--- src/rtl/synth_ctrl_pkg.sv ---
// Package: shared widths, address codes and word classification for the
// three-wire control receiver. Assumes a fixed 24-bit word format.
package synth_ctrl_pkg;

    localparam int WORD_W  = 24;
    localparam int TAG_BIT = 23;
    localparam int ADDR_HI = 22;
    localparam int ADDR_LO = 20;

    localparam logic [2:0] ADDR_PUMP = 3'b000;
    localparam logic [2:0] ADDR_AUX  = 3'b001;
    localparam logic [2:0] ADDR_REF  = 3'b010;
    localparam logic [2:0] ADDR_TEST = 3'b111;

    // Stored widths of each holding register (only bits that are used)
    localparam int MAIN_W = 23;
    localparam int PUMP_W = 20;
    localparam int AUX_W  = 17;
    localparam int REF_W  = 15;
    localparam int TEST_W = 11;

    // Field widths
    localparam int NDIV_W  = 18;
    localparam int CUR_W   = 8;
    localparam int NIB_W   = 4;
    localparam int GAIN_W  = 4;
    localparam int BOOST_W = 2;
    localparam int RATIO_W = 12;
    localparam int SEL_W   = 2;

    typedef enum logic [2:0] {
        TGT_MAIN,
        TGT_PUMP,
        TGT_AUX,
        TGT_REF,
        TGT_TEST,
        TGT_BAD
    } target_e;

    // Map a complete word to the register it addresses
    function automatic target_e classify(input logic [WORD_W-1:0] w);
        target_e t;
        if (w[TAG_BIT]) begin
            t = TGT_MAIN;
        end else begin
            unique case (w[ADDR_HI:ADDR_LO])
                ADDR_PUMP: t = TGT_PUMP;
                ADDR_AUX:  t = TGT_AUX;
                ADDR_REF:  t = TGT_REF;
                ADDR_TEST: t = TGT_TEST;
                default:   t = TGT_BAD;
            endcase
        end
        return t;
    endfunction

endpackage

--- src/rtl/synth_pin_sync.sv ---
// Module: multi-flop synchronizer for one asynchronous input pin.
// Assumes the pin is stable for several system clock periods per level
// (serial interface at most a few MHz against a faster system clock).
module synth_pin_sync #(
    parameter int STAGES = 2
) (
    input  logic clk,
    input  logic rst_n,
    input  logic pin_i,
    output logic level_o
);

    logic [STAGES-1:0] chain;

    // Purpose: move the pin through STAGES flops into the clk domain
    always_ff @(posedge clk) begin
        if (!rst_n) chain <= '0;
        else        chain <= {chain[STAGES-2:0], pin_i};
    end

    assign level_o = chain[STAGES-1];

endmodule

--- src/rtl/synth_shifter.sv ---
// Module: serial-in shift register, new bit entering at the top.
// Assumes shift_en is a single-cycle pulse per serial clock rise.
module synth_shifter #(
    parameter int W = 24
) (
    input  logic         clk,
    input  logic         rst_n,
    input  logic         shift_en,
    input  logic         bit_i,
    output logic [W-1:0] word_o
);

    // Purpose: shift toward bit 0 so the first bit ends at the LSB
    always_ff @(posedge clk) begin
        if (!rst_n)        word_o <= '0;
        else if (shift_en) word_o <= {bit_i, word_o[W-1:1]};
    end


    shift_in_chk: assert property (@(posedge clk) disable iff (!rst_n)
        shift_en |=> word_o == {$past(bit_i), $past(word_o[W-1:1])});


    hold_chk: assert property (@(posedge clk) disable iff (!rst_n)
        !shift_en |=> $stable(word_o));

endmodule

--- src/rtl/synth_word_regs.sv ---
// Module: classifies a loaded word and updates exactly one holding register.
// Assumes load is a single-cycle pulse; word_i is the shift register content
// in the cycle of that pulse.
module synth_word_regs
    import synth_ctrl_pkg::*;
(
    input  logic              clk,
    input  logic              rst_n,
    input  logic              load,
    input  logic [WORD_W-1:0] word_i,
    output logic [MAIN_W-1:0] reg_main,
    output logic [PUMP_W-1:0] reg_pump,
    output logic [AUX_W-1:0]  reg_aux,
    output logic [REF_W-1:0]  reg_ref,
    output logic [TEST_W-1:0] reg_test,
    output logic              addr_err
);

    target_e tgt;

    // Purpose: decode the destination of the current shift register content
    always_comb tgt = classify(word_i);

    // Purpose: write the addressed holding register on a load
    always_ff @(posedge clk) begin
        if (!rst_n) begin
            reg_main <= '0;
            reg_pump <= '0;
            reg_aux  <= '0;
            reg_ref  <= '0;
            reg_test <= '0;
        end else if (load) begin
            unique case (tgt)
                TGT_MAIN: reg_main <= word_i[MAIN_W-1:0];
                TGT_PUMP: reg_pump <= word_i[PUMP_W-1:0];
                TGT_AUX:  reg_aux  <= word_i[AUX_W-1:0];
                TGT_REF:  reg_ref  <= word_i[REF_W-1:0];
                TGT_TEST: reg_test <= word_i[TEST_W-1:0];
                default:  ;
            endcase
        end
    end

    // Purpose: flag a load whose address names no register
    always_ff @(posedge clk) begin
        if (!rst_n) addr_err <= 1'b0;
        else        addr_err <= load && (tgt == TGT_BAD);
    end


    no_update_on_bad_chk: assert property (@(posedge clk) disable iff (!rst_n)
        addr_err |-> $stable(reg_main) && $stable(reg_pump) && $stable(reg_aux)
                     && $stable(reg_ref) && $stable(reg_test));


    err_single_cycle_chk: assert property (@(posedge clk) disable iff (!rst_n)
        addr_err |=> !addr_err);


    single_target_chk: assert property (@(posedge clk) disable iff (!rst_n)
        $countones({reg_main != $past(reg_main), reg_pump != $past(reg_pump),
                    reg_aux != $past(reg_aux), reg_ref != $past(reg_ref),
                    reg_test != $past(reg_test)}) <= 1);


    idle_hold_chk: assert property (@(posedge clk) disable iff (!rst_n)
        !load |=> $stable(reg_main) && $stable(reg_pump) && $stable(reg_aux)
                  && $stable(reg_ref) && $stable(reg_test) && !addr_err);

endmodule

--- src/rtl/synth_ctrl_rx.sv ---
// Module: top of the three-wire control receiver. Synchronizes the serial
// pins, detects clock and strobe rises, shifts data, and presents the
// decoded fields of the five holding registers.
// Assumes each serial pin level lasts at least SYNC_STAGES+1 system cycles.
module synth_ctrl_rx
    import synth_ctrl_pkg::*;
#(
    parameter int SYNC_STAGES = 2
) (
    input  logic               clk,
    input  logic               rst_n,
    input  logic               ser_clk,
    input  logic               ser_data,
    input  logic               ser_load,
    output logic [NDIV_W-1:0]  main_div,
    output logic [CUR_W-1:0]   chg_cur,
    output logic [2*NIB_W-1:0] spd_dur,
    output logic [GAIN_W-1:0]  integ_gain,
    output logic [BOOST_W-1:0] boost_gain,
    output logic               main_pol,
    output logic               pd_mode,
    output logic               spd_standby,
    output logic [RATIO_W-1:0] aux_ratio,
    output logic               aux_pre_bypass,
    output logic               aux_pol,
    output logic [SEL_W-1:0]   aux_ref_sel,
    output logic               aux_en,
    output logic [RATIO_W-1:0] ref_ratio,
    output logic [SEL_W-1:0]   main_ref_sel,
    output logic               main_en,
    output logic [TEST_W-1:0]  test_field,
    output logic               addr_err
);

    localparam int NPINS  = 3;
    localparam int P_CLK  = 0;
    localparam int P_DATA = 1;
    localparam int P_LOAD = 2;

    logic [NPINS-1:0]  pins_raw;
    logic [NPINS-1:0]  pins_lvl;
    logic              clk_prev;
    logic              load_prev;
    logic              clk_rise;
    logic              load_rise;
    logic [WORD_W-1:0] shreg;
    logic [MAIN_W-1:0] reg_main;
    logic [PUMP_W-1:0] reg_pump;
    logic [AUX_W-1:0]  reg_aux;
    logic [REF_W-1:0]  reg_ref;
    logic [TEST_W-1:0] reg_test;

    assign pins_raw = {ser_load, ser_data, ser_clk};

    for (genvar g = 0; g < NPINS; g++) begin : g_sync
        synth_pin_sync #(.STAGES(SYNC_STAGES)) u_sync (
            .clk     (clk),
            .rst_n   (rst_n),
            .pin_i   (pins_raw[g]),
            .level_o (pins_lvl[g])
        );
    end

    // Purpose: remember last synchronized clock and strobe levels
    always_ff @(posedge clk) begin
        if (!rst_n) begin
            clk_prev  <= 1'b0;
            load_prev <= 1'b0;
        end else begin
            clk_prev  <= pins_lvl[P_CLK];
            load_prev <= pins_lvl[P_LOAD];
        end
    end

    assign clk_rise  = pins_lvl[P_CLK]  & ~clk_prev;
    assign load_rise = pins_lvl[P_LOAD] & ~load_prev;

    synth_shifter #(.W(WORD_W)) u_shift (
        .clk      (clk),
        .rst_n    (rst_n),
        .shift_en (clk_rise),
        .bit_i    (pins_lvl[P_DATA]),
        .word_o   (shreg)
    );

    synth_word_regs u_regs (
        .clk      (clk),
        .rst_n    (rst_n),
        .load     (load_rise),
        .word_i   (shreg),
        .reg_main (reg_main),
        .reg_pump (reg_pump),
        .reg_aux  (reg_aux),
        .reg_ref  (reg_ref),
        .reg_test (reg_test),
        .addr_err (addr_err)
    );

    // Field slicing: main word
    assign main_div       = reg_main[17:0];
    assign spd_dur[3:0]   = reg_main[21:18];
    assign spd_standby    = reg_main[22];
    // Field slicing: pump word
    assign chg_cur        = reg_pump[7:0];
    assign spd_dur[7:4]   = reg_pump[11:8];
    assign integ_gain     = reg_pump[15:12];
    assign boost_gain     = reg_pump[17:16];
    assign main_pol       = reg_pump[18];
    assign pd_mode        = reg_pump[19];
    // Field slicing: auxiliary word
    assign aux_ratio      = reg_aux[11:0];
    assign aux_pre_bypass = reg_aux[12];
    assign aux_pol        = reg_aux[13];
    assign aux_ref_sel    = reg_aux[15:14];
    assign aux_en         = reg_aux[16];
    // Field slicing: reference word
    assign ref_ratio      = reg_ref[11:0];
    assign main_ref_sel   = reg_ref[13:12];
    assign main_en        = reg_ref[14];
    // Test word
    assign test_field     = reg_test;


    rise_pulse_chk: assert property (@(posedge clk) disable iff (!rst_n)
        clk_rise |=> !clk_rise);


    load_pulse_chk: assert property (@(posedge clk) disable iff (!rst_n)
        load_rise |=> !load_rise);

endmodule

--- config.mk ---
export PLATFORM = sky130hd
export DESIGN_NAME = synth_ctrl_rx
export DESIGN_NICKNAME = d
export VERILOG_FILES = /design/src/rtl/synth_ctrl_pkg.sv /design/src/rtl/synth_pin_sync.sv /design/src/rtl/synth_shifter.sv /design/src/rtl/synth_word_regs.sv /design/src/rtl/synth_ctrl_rx.sv
export SDC_FILE = /design/constraint.sdc
export NUM_CORES = 1
export LEC_CHECK = 0
export BUFFER_PORTS_ARGS = -buffer_cell sky130_fd_sc_hd__buf_2
export CORE_MARGIN = 1
export CORE_UTILIZATION = 45
export DETAILED_ROUTE_END_ITERATION = 7
export GPL_TIMING_DRIVEN = 0
export HOLD_SLACK_MARGIN = 0.1
export PLACE_DENSITY_LB_ADDON = 0.25
export SYNTH_ARGS = -nofsm -noshare
export SYNTH_HDL_FRONTEND = slang
export SYNTH_SLANG_ARGS = --single-unit
--- constraint.sdc ---
create_clock -name clk -period 1.7 [get_ports clk]
set_input_delay 0.34 -clock clk [delete_from_list [all_inputs] [get_ports clk]]
set_output_delay 0.34 -clock clk [all_outputs]
set_load 0.05 [all_outputs]
==> flow_summary.yaml, run 1 <==
worst_setup_path:
  worstPathRequired_ns: 2.13
  path_class: "reg -> reg"
  reg2reg_to: "u_regs.reg_pump[18]$_SDFFE_PN0P_"
  crit_arrival_ns: 2.00
  crit_fanout: 10
  r2r_cells: 4
  cp-end-kind: "flop"
  r2r_slack_ns: 0.13
  timing.rr.start: "u_shift.word_o[22]$_SDFFE_PN0P_"
  start_kind: "flop"
floorplanning:
  dieArea_um2: 10100
  rows: 35
  die_h_um: 101
  pin_count: 92
  core_area_um2: 9330
  start_util: 0.468
  die_w_um: 101
power_and_ir_drop:
  clock_power_share: 0.570
  seqPwrFrac: 0.410
  peakVddDrop_mv: 0.682
  p_per_area_nw_per_um2: 1210
  combPwrFrac: 0.019
  p_int_w: 0.00549
  leakagePower_nw: 2.48
  netSwitchingPower_w: 0.00134
  switching_share: 0.197
drt:
  drt-initial-drc-count: 171
  viasPerCell: 4.84
  routed-via-count: 3454
  drc: 0
  drtPass1Iterations: 4
  wl_per_cell_um: 14.1
  postRouteAntennaNets: 0
  wl_um: 10100
clock_network:
  cts.sinks: 119
  cts-root-buf: "clkbuf_8"
  cts.path.max_buffers: 2
  clkSlewWorstSetupHoldPaths_ns: 0.06
  cts_buffers: 17
  tritoncts: "yes"
  cts_max_level: 4
  clock_latency_ns: 0.51
worst_hold_path:
  hold_path_depth: 3
  min_to: "u_regs.reg_aux[16]$_SDFFE_PN0P_"
  worstHoldPathType: "in -> reg"
  min_from: "rst_n"
synth:
  ys_top_cells_by_area: "dfxtp_1 (55%), nand2_1 (15%), mux2i_1 (14%)"
  yosys.area.top_type: "dfxtp_1"
  yosysUniqueCellTypes: 19
  seq_area_frac_synth: 0.546
  synth_warnings: 0
  yosysTopAreaCellShare: 0.546
  synthesis.area_um2: 4370
  synth-seq-cells: 119
  synth_nets: 465
  syn_area_per_cell_um2: 9.49
  synthCells: 460
cells_and_area:
  regArea_um2: 2380
  multi_input_area_um2: 1810
  final_area_um2: 5660
  syn_to_final_growth_pct: 29.6
  drive_gt1_frac: 0.227
  fill_cells: 803
  fin_util: 0.607
  layout.nets: 577
  n_antenna_cell: 0
status:
  status: "complete, no violations"
placement:
  place_congestion: 0.788
  placed_area_um2: 4980
  port_buffers: 90
  dp_hpwl_um: 7000
sta:
  rsz0062_at_grt: "false"
  period_needed_ns: 1.57
  finalMaxSlewViolations: 0
  timing.final.hold_violations: 0
  max_slew_margin: 0.649
  fmax_mhz: 636
  finalSetupViolations: 0
  fin_skew_ns: 0.00570
  tightest_slew_ns: 0.527
  period_share: 0.924
  setup-tns-final_ns: 0
global_routing:
  antenna_found_initial: 0
  grt.overflow.total: 0
  grt_pass1_vias: 3272
  grt_max_degree: 17
  grt_use_total: 0.210
  grt_pass1_wl_um: 16200
run:
  cap_viol_max_count: 0
what timing repair did:
item / 4_1_cts / 5_1_grt
hold endpoints to repair: 3 / 0
resized for setup: 0 / 0
endpoints found under the setup margin: 0 / 0
hold buffers: 3 / 0
setup buffers: 0 / 0
state kept, by name (all words and copies together) (netlist names), 6 cells and up:
| register | count |
|---|---|
| u_shift.word_o | 24 |
| u_regs.reg_pump | 20 |
| g_sync.u_sync.chain | 6 |
| u_regs.reg_aux | 17 |
| u_regs.reg_test | 11 |
| u_regs.reg_main | 23 |
| u_regs.reg_ref | 15 |
layout by cell type, fill, tap and decap left out, types with 2 or more instances in the layout:
cell type / n
nand2_1: 178
dfxtp_1: 119
buf_2: 92
mux2i_1: 63
a21boi_0: 47
clkbuf_1: 24
clkbuf_16: 16
and2_1: 8
buf_6: 5
bufinv_16: 5
clkbuf_8: 4
nand3b_1: 3
clkinvlp_4: 3
clkinv_2: 3
dlygate4sd3_1: 3
buf_4: 2
metrics by stage:
step | setup WS, ns | std cells | total power [W] | hold slack [ns]
6_report | 0.129 | 714 | 0.00683 | 0.287
5_1_grt | 0.0199 | 714 | 0.00701 | 0.285
4_1_cts | 0.131 | 714 | 0.00686 | 0.262
3_5_place_dp | 0.146 | 679 | 0.00299 | 0.421
3_3_place_gp | 0.187 | 679 | 0.00298 | 0.416
2_1_floorplan | 0.357 | 460 | 0.00295 | 0.412
power by group through the flow:
stage	logic (W)	clock network, W	registers [W]
detailed placement	0.000125	0	0.00286
CTS	0.000131	0.00393	0.00280
floorplan	0.0000902	0	0.00286
global route	0.000143	0.00406	0.00280
finish	0.000130	0.00390	0.00280
global placement	0.000123	0	0.00286
cells in the mapped netlist:
master and instances:
a21boi_0 47, and2_1 8, and3_1 1, and3b_1 1, and4_1 1, buf_2 2
buf_4 2, buf_6 5, clkbuf_1 24, dfxtp_1 119, mux2i_1 63, nand2_1 178
nand2b_1 1, nand3b_1 3, nor2b_1 1, nor3b_1 1, nor3b_2 1, nor4b_4 1
xnor2_1 1
layout make-up:
class                   count  area share
plain buffers              33      0.0303
clock buffers              20      0.0805
clock inverters            12      0.0347
multi-input cells         308       0.320
flip-flops and latches    119       0.421
well taps                 129      0.0285
repair buffers             93      0.0849
worst max-delay path: stages (launching register included):
cell and delay [ns]:
dfxtp_1 0.39, nor4b_4 0.36, nor3b_2 0.31, buf_6 0.22
mux2i_1 0.21
routing by layer:
metal  track usage  vias to the layer above  part of all wire
met5             0                        -                 0
met4        0.0769                        0            0.0094
met3        0.0534                       11             0.050
met2         0.338                       92              0.46
met1         0.274                     1630              0.48
li1              -                     1721                 -
cell families (layout without fill, tap and decap cells):
family / count (synthesis) / after routing / share of synthesized area
buffers and inverters: 33 / 158 / 0.0393
DFF: 119 / 119 / 0.546
and+or+nand+nor: 197 / 197 / 0.188
muxes: 63 / 63 / 0.144
xor gates and xnor gates: 1 / 1 / 0.00201
AOI/OAI and AO/OA: 47 / 47 / 0.0808
worst max path at each step:
| stage | startpoint | end | slack, ns | cells after the start |
|---|---|---|---|---|
| 2_1_floorplan | u_shift.word_o[22]$_SDFFE_PN0P_ | u_regs.reg_pump[10]$_SDFFE_PN0P_ | 0.36 | 4 |
| 3_3_place_gp | u_shift.word_o[22]$_SDFFE_PN0P_ | u_regs.reg_pump[17]$_SDFFE_PN0P_ | 0.19 | 4 |
| 3_5_place_dp | u_shift.word_o[22]$_SDFFE_PN0P_ | u_regs.reg_pump[4]$_SDFFE_PN0P_ | 0.15 | 4 |
| 4_1_cts | u_shift.word_o[22]$_SDFFE_PN0P_ | u_regs.reg_pump[19]$_SDFFE_PN0P_ | 0.13 | 4 |
| 5_1_grt | u_shift.word_o[22]$_SDFFE_PN0P_ | u_regs.reg_pump[4]$_SDFFE_PN0P_ | 0.02 | 4 |
| 6_report | u_shift.word_o[22]$_SDFFE_PN0P_ | u_regs.reg_pump[18]$_SDFFE_PN0P_ | 0.13 | 4 |
Power figures use the tool's default switching activity.
==> inputs of run 2 (changes only) <==
--- a/config.mk
+++ b/config.mk
@@ -7,7 +7,7 @@
 export LEC_CHECK = 0
 export BUFFER_PORTS_ARGS = -buffer_cell sky130_fd_sc_hd__buf_2
 export CORE_MARGIN = 1
-export CORE_UTILIZATION = 45
+export CORE_UTILIZATION = 54
 export DETAILED_ROUTE_END_ITERATION = 7
 export GPL_TIMING_DRIVEN = 0
 export HOLD_SLACK_MARGIN = 0.1
==> flow_summary.yaml, run 2 (synthesized netlist as in run 1, its figures left out) <==
status:
  status: "complete, no violations"
floorplanning:
  die_w_um: 91.9
  dieArea_um2: 8450
  rows: 32
  pin_count: 92
  start_util: 0.562
  die_h_um: 91.9
  core_area_um2: 7770
drt:
  drtPass1Iterations: 4
  dr_wl_met2_um: 4850
  drt-initial-drc-count: 138
  highest_layer: "met4"
  drc: 0
  routed-via-count: 3509
  wl_met3_um: 558
  wl_um: 10000
  postRouteAntennaNets: 0
  wl_per_cell_um: 14.6
  viasPerCell: 5.11
  m1WireLength_um: 4540
global_routing:
  grt_use_total: 0.251
  grt_max_degree: 17
  grt_pass1_wl_um: 16200
  grt.overflow.total: 0
  grt_pass1_vias: 3318
  antenna_found_initial: 0
cells_and_area:
  final_cell_mix: "nand2_1 (178), dfxtp_1 (119), buf_2 (92), mux2i_1 (63), a21boi_0 (47)"
  syn_to_final_growth_pct: 29.1
  fin_util: 0.726
  n_antenna_cell: 0
  fill_cells: 588
  largest_register: "u_shift.word_o"
  reg_top3: "u_shift.word_o x24, u_regs.reg_main x23, u_regs.reg_pump x20"
  final_common_cell: "nand2_1"
  drive_gt1_frac: 0.226
  layout.nets: 577
  largest_reg_flops: 24
worst_setup_path:
  crit_fanout: 10
  r2r_cells: 4
  startpoint: "u_shift.word_o[22]$_SDFFE_PN0P_"
  worstPathRequired_ns: 2.13
  start_kind: "flop"
  timing.rr.start: "u_shift.word_o[22]$_SDFFE_PN0P_"
  r2r_slack_ns: 0.15
  cp-endpoint: "u_regs.reg_pump[11]$_SDFFE_PN0P_"
  path_class: "reg -> reg"
  reg2reg_to: "u_regs.reg_pump[11]$_SDFFE_PN0P_"
  crit_arrival_ns: 1.98
  cp-end-kind: "flop"
clock_network:
  clock_latency_ns: 0.51
  cts_buffers: 17
  clkSlewWorstSetupHoldPaths_ns: 0.06
  cts.path.max_buffers: 2
  cts_max_level: 4
  cts.sinks: 119
  cts-root-buf: "clkbuf_8"
  tritoncts: "yes"
sta:
  layout_setup_ws_ns: 0.149
  finalMaxSlewViolations: 0
  max_slew_margin: 0.650
  tightest_slew_ns: 0.524
  period_needed_ns: 1.55
  finalSetupViolations: 0
  fmax_mhz: 645
  setup-tns-final_ns: 0
  rsz0062_at_grt: "false"
  period_share: 0.912
  timing.final.hold_violations: 0
  timing.hold.ws_ns: 0.234
  fin_skew_ns: 0.00780
worst_hold_path:
  worstHoldPathType: "in -> reg"
run:
  cap_viol_max_count: 0
power_and_ir_drop:
  p_per_area_nw_per_um2: 1210
  peakVddDrop_mv: 0.732
  leakagePower_nw: 2.47
placement:
  port_buffers: 90
  place_congestion: 0.803
  pre_cts_ws_ns: 0.142
  dp_hpwl_um: 6840
[run 2: cell count changes in the layout (fill, tap and decap cells not counted)]
cell,change
clkinv_2,-2
clkinv_4,+2
clkbuf_1,+1
inv_6,-1
nor3b_2,-1
nor3b_4,+1
[run 2: per-layer routing]
layer | GRT usage | vias to the layer above
met5 | 0 | -
met3 | 0.0713 | 10
met2 | 0.407 | 104
met1 | 0.321 | 1669
li1 | - | 1726
met4 | 0.0859 | 0
[run 2: how the worst min path moves through the flow]
stage | from | end | slack, ns | depth (start not counted)
floorplan | g_sync[0].u_sync.chain[0]$_SDFF_PN0_ | g_sync[0].u_sync.chain[1]$_SDFF_PN0_ | 0.41 | 1
global placement | g_sync[1].u_sync.chain[0]$_SDFF_PN0_ | g_sync[1].u_sync.chain[1]$_SDFF_PN0_ | 0.41 | 1
detailed placement | g_sync[2].u_sync.chain[0]$_SDFF_PN0_ | g_sync[2].u_sync.chain[1]$_SDFF_PN0_ | 0.42 | 1
CTS | rst_n | u_regs.reg_aux[16]$_SDFFE_PN0P_ | 0.22 | 3
global route | rst_n | u_shift.word_o[8]$_SDFFE_PN0P_ | 0.27 | 2
finish | rst_n | u_regs.reg_aux[16]$_SDFFE_PN0P_ | 0.23 | 3
[run 2: critical path, stage by stage (launching register included)]
cell and delay [ns]:
dfxtp_1 0.39, nor4b_4 0.36, nor3b_4 0.28, buf_6 0.21
mux2i_1 0.22
[run 2: what timing repair did]
action	4_1_cts	5_1_grt
setup endpoints to repair	0	3
setup buffers	0	0
gates resized for setup	0	1
hold buffers	3	0
hold endpoints to repair	3	0
[run 2: metrics by stage]
stage | instance area (um^2) | total power, W | cells
6_report | 5640 | 0.00681 | 687
3_3_place_gp | 4940 | 0.00298 | 652
4_1_cts | 5630 | 0.00683 | 687
5_1_grt | 5640 | 0.00699 | 687
3_5_place_dp | 4940 | 0.00299 | 652
2_1_floorplan | 4370 | 0.00295 | 460
[run 2: final cells by class]
class / count / area [um^2] / area share
Tap cell: 102 / 128 / 0.0226
Clock buffer: 21 / 459 / 0.0815
Buffer: 33 / 171 / 0.0304
Multi-Input combinational cell: 308 / 1820 / 0.323
Sequential cell: 119 / 2380 / 0.423
Timing Repair Buffer: 93 / 480 / 0.0853
Clock inverter: 11 / 195 / 0.0346
[run 2: power by group]
| part | total (W) | internal [W] | leakage, nW | switching [W] |
|---|---|---|---|---|
| clock network | 0.00388 | 0.00265 | 0.310 | 0.00123 |
| registers | 0.00280 | 0.00280 | 0.959 | 0.00000443 |
| logic | 0.000131 | 0.0000481 | 1.20 | 0.0000831 |
| total | 0.00681 | 0.00549 | 2.47 | 0.00132 |
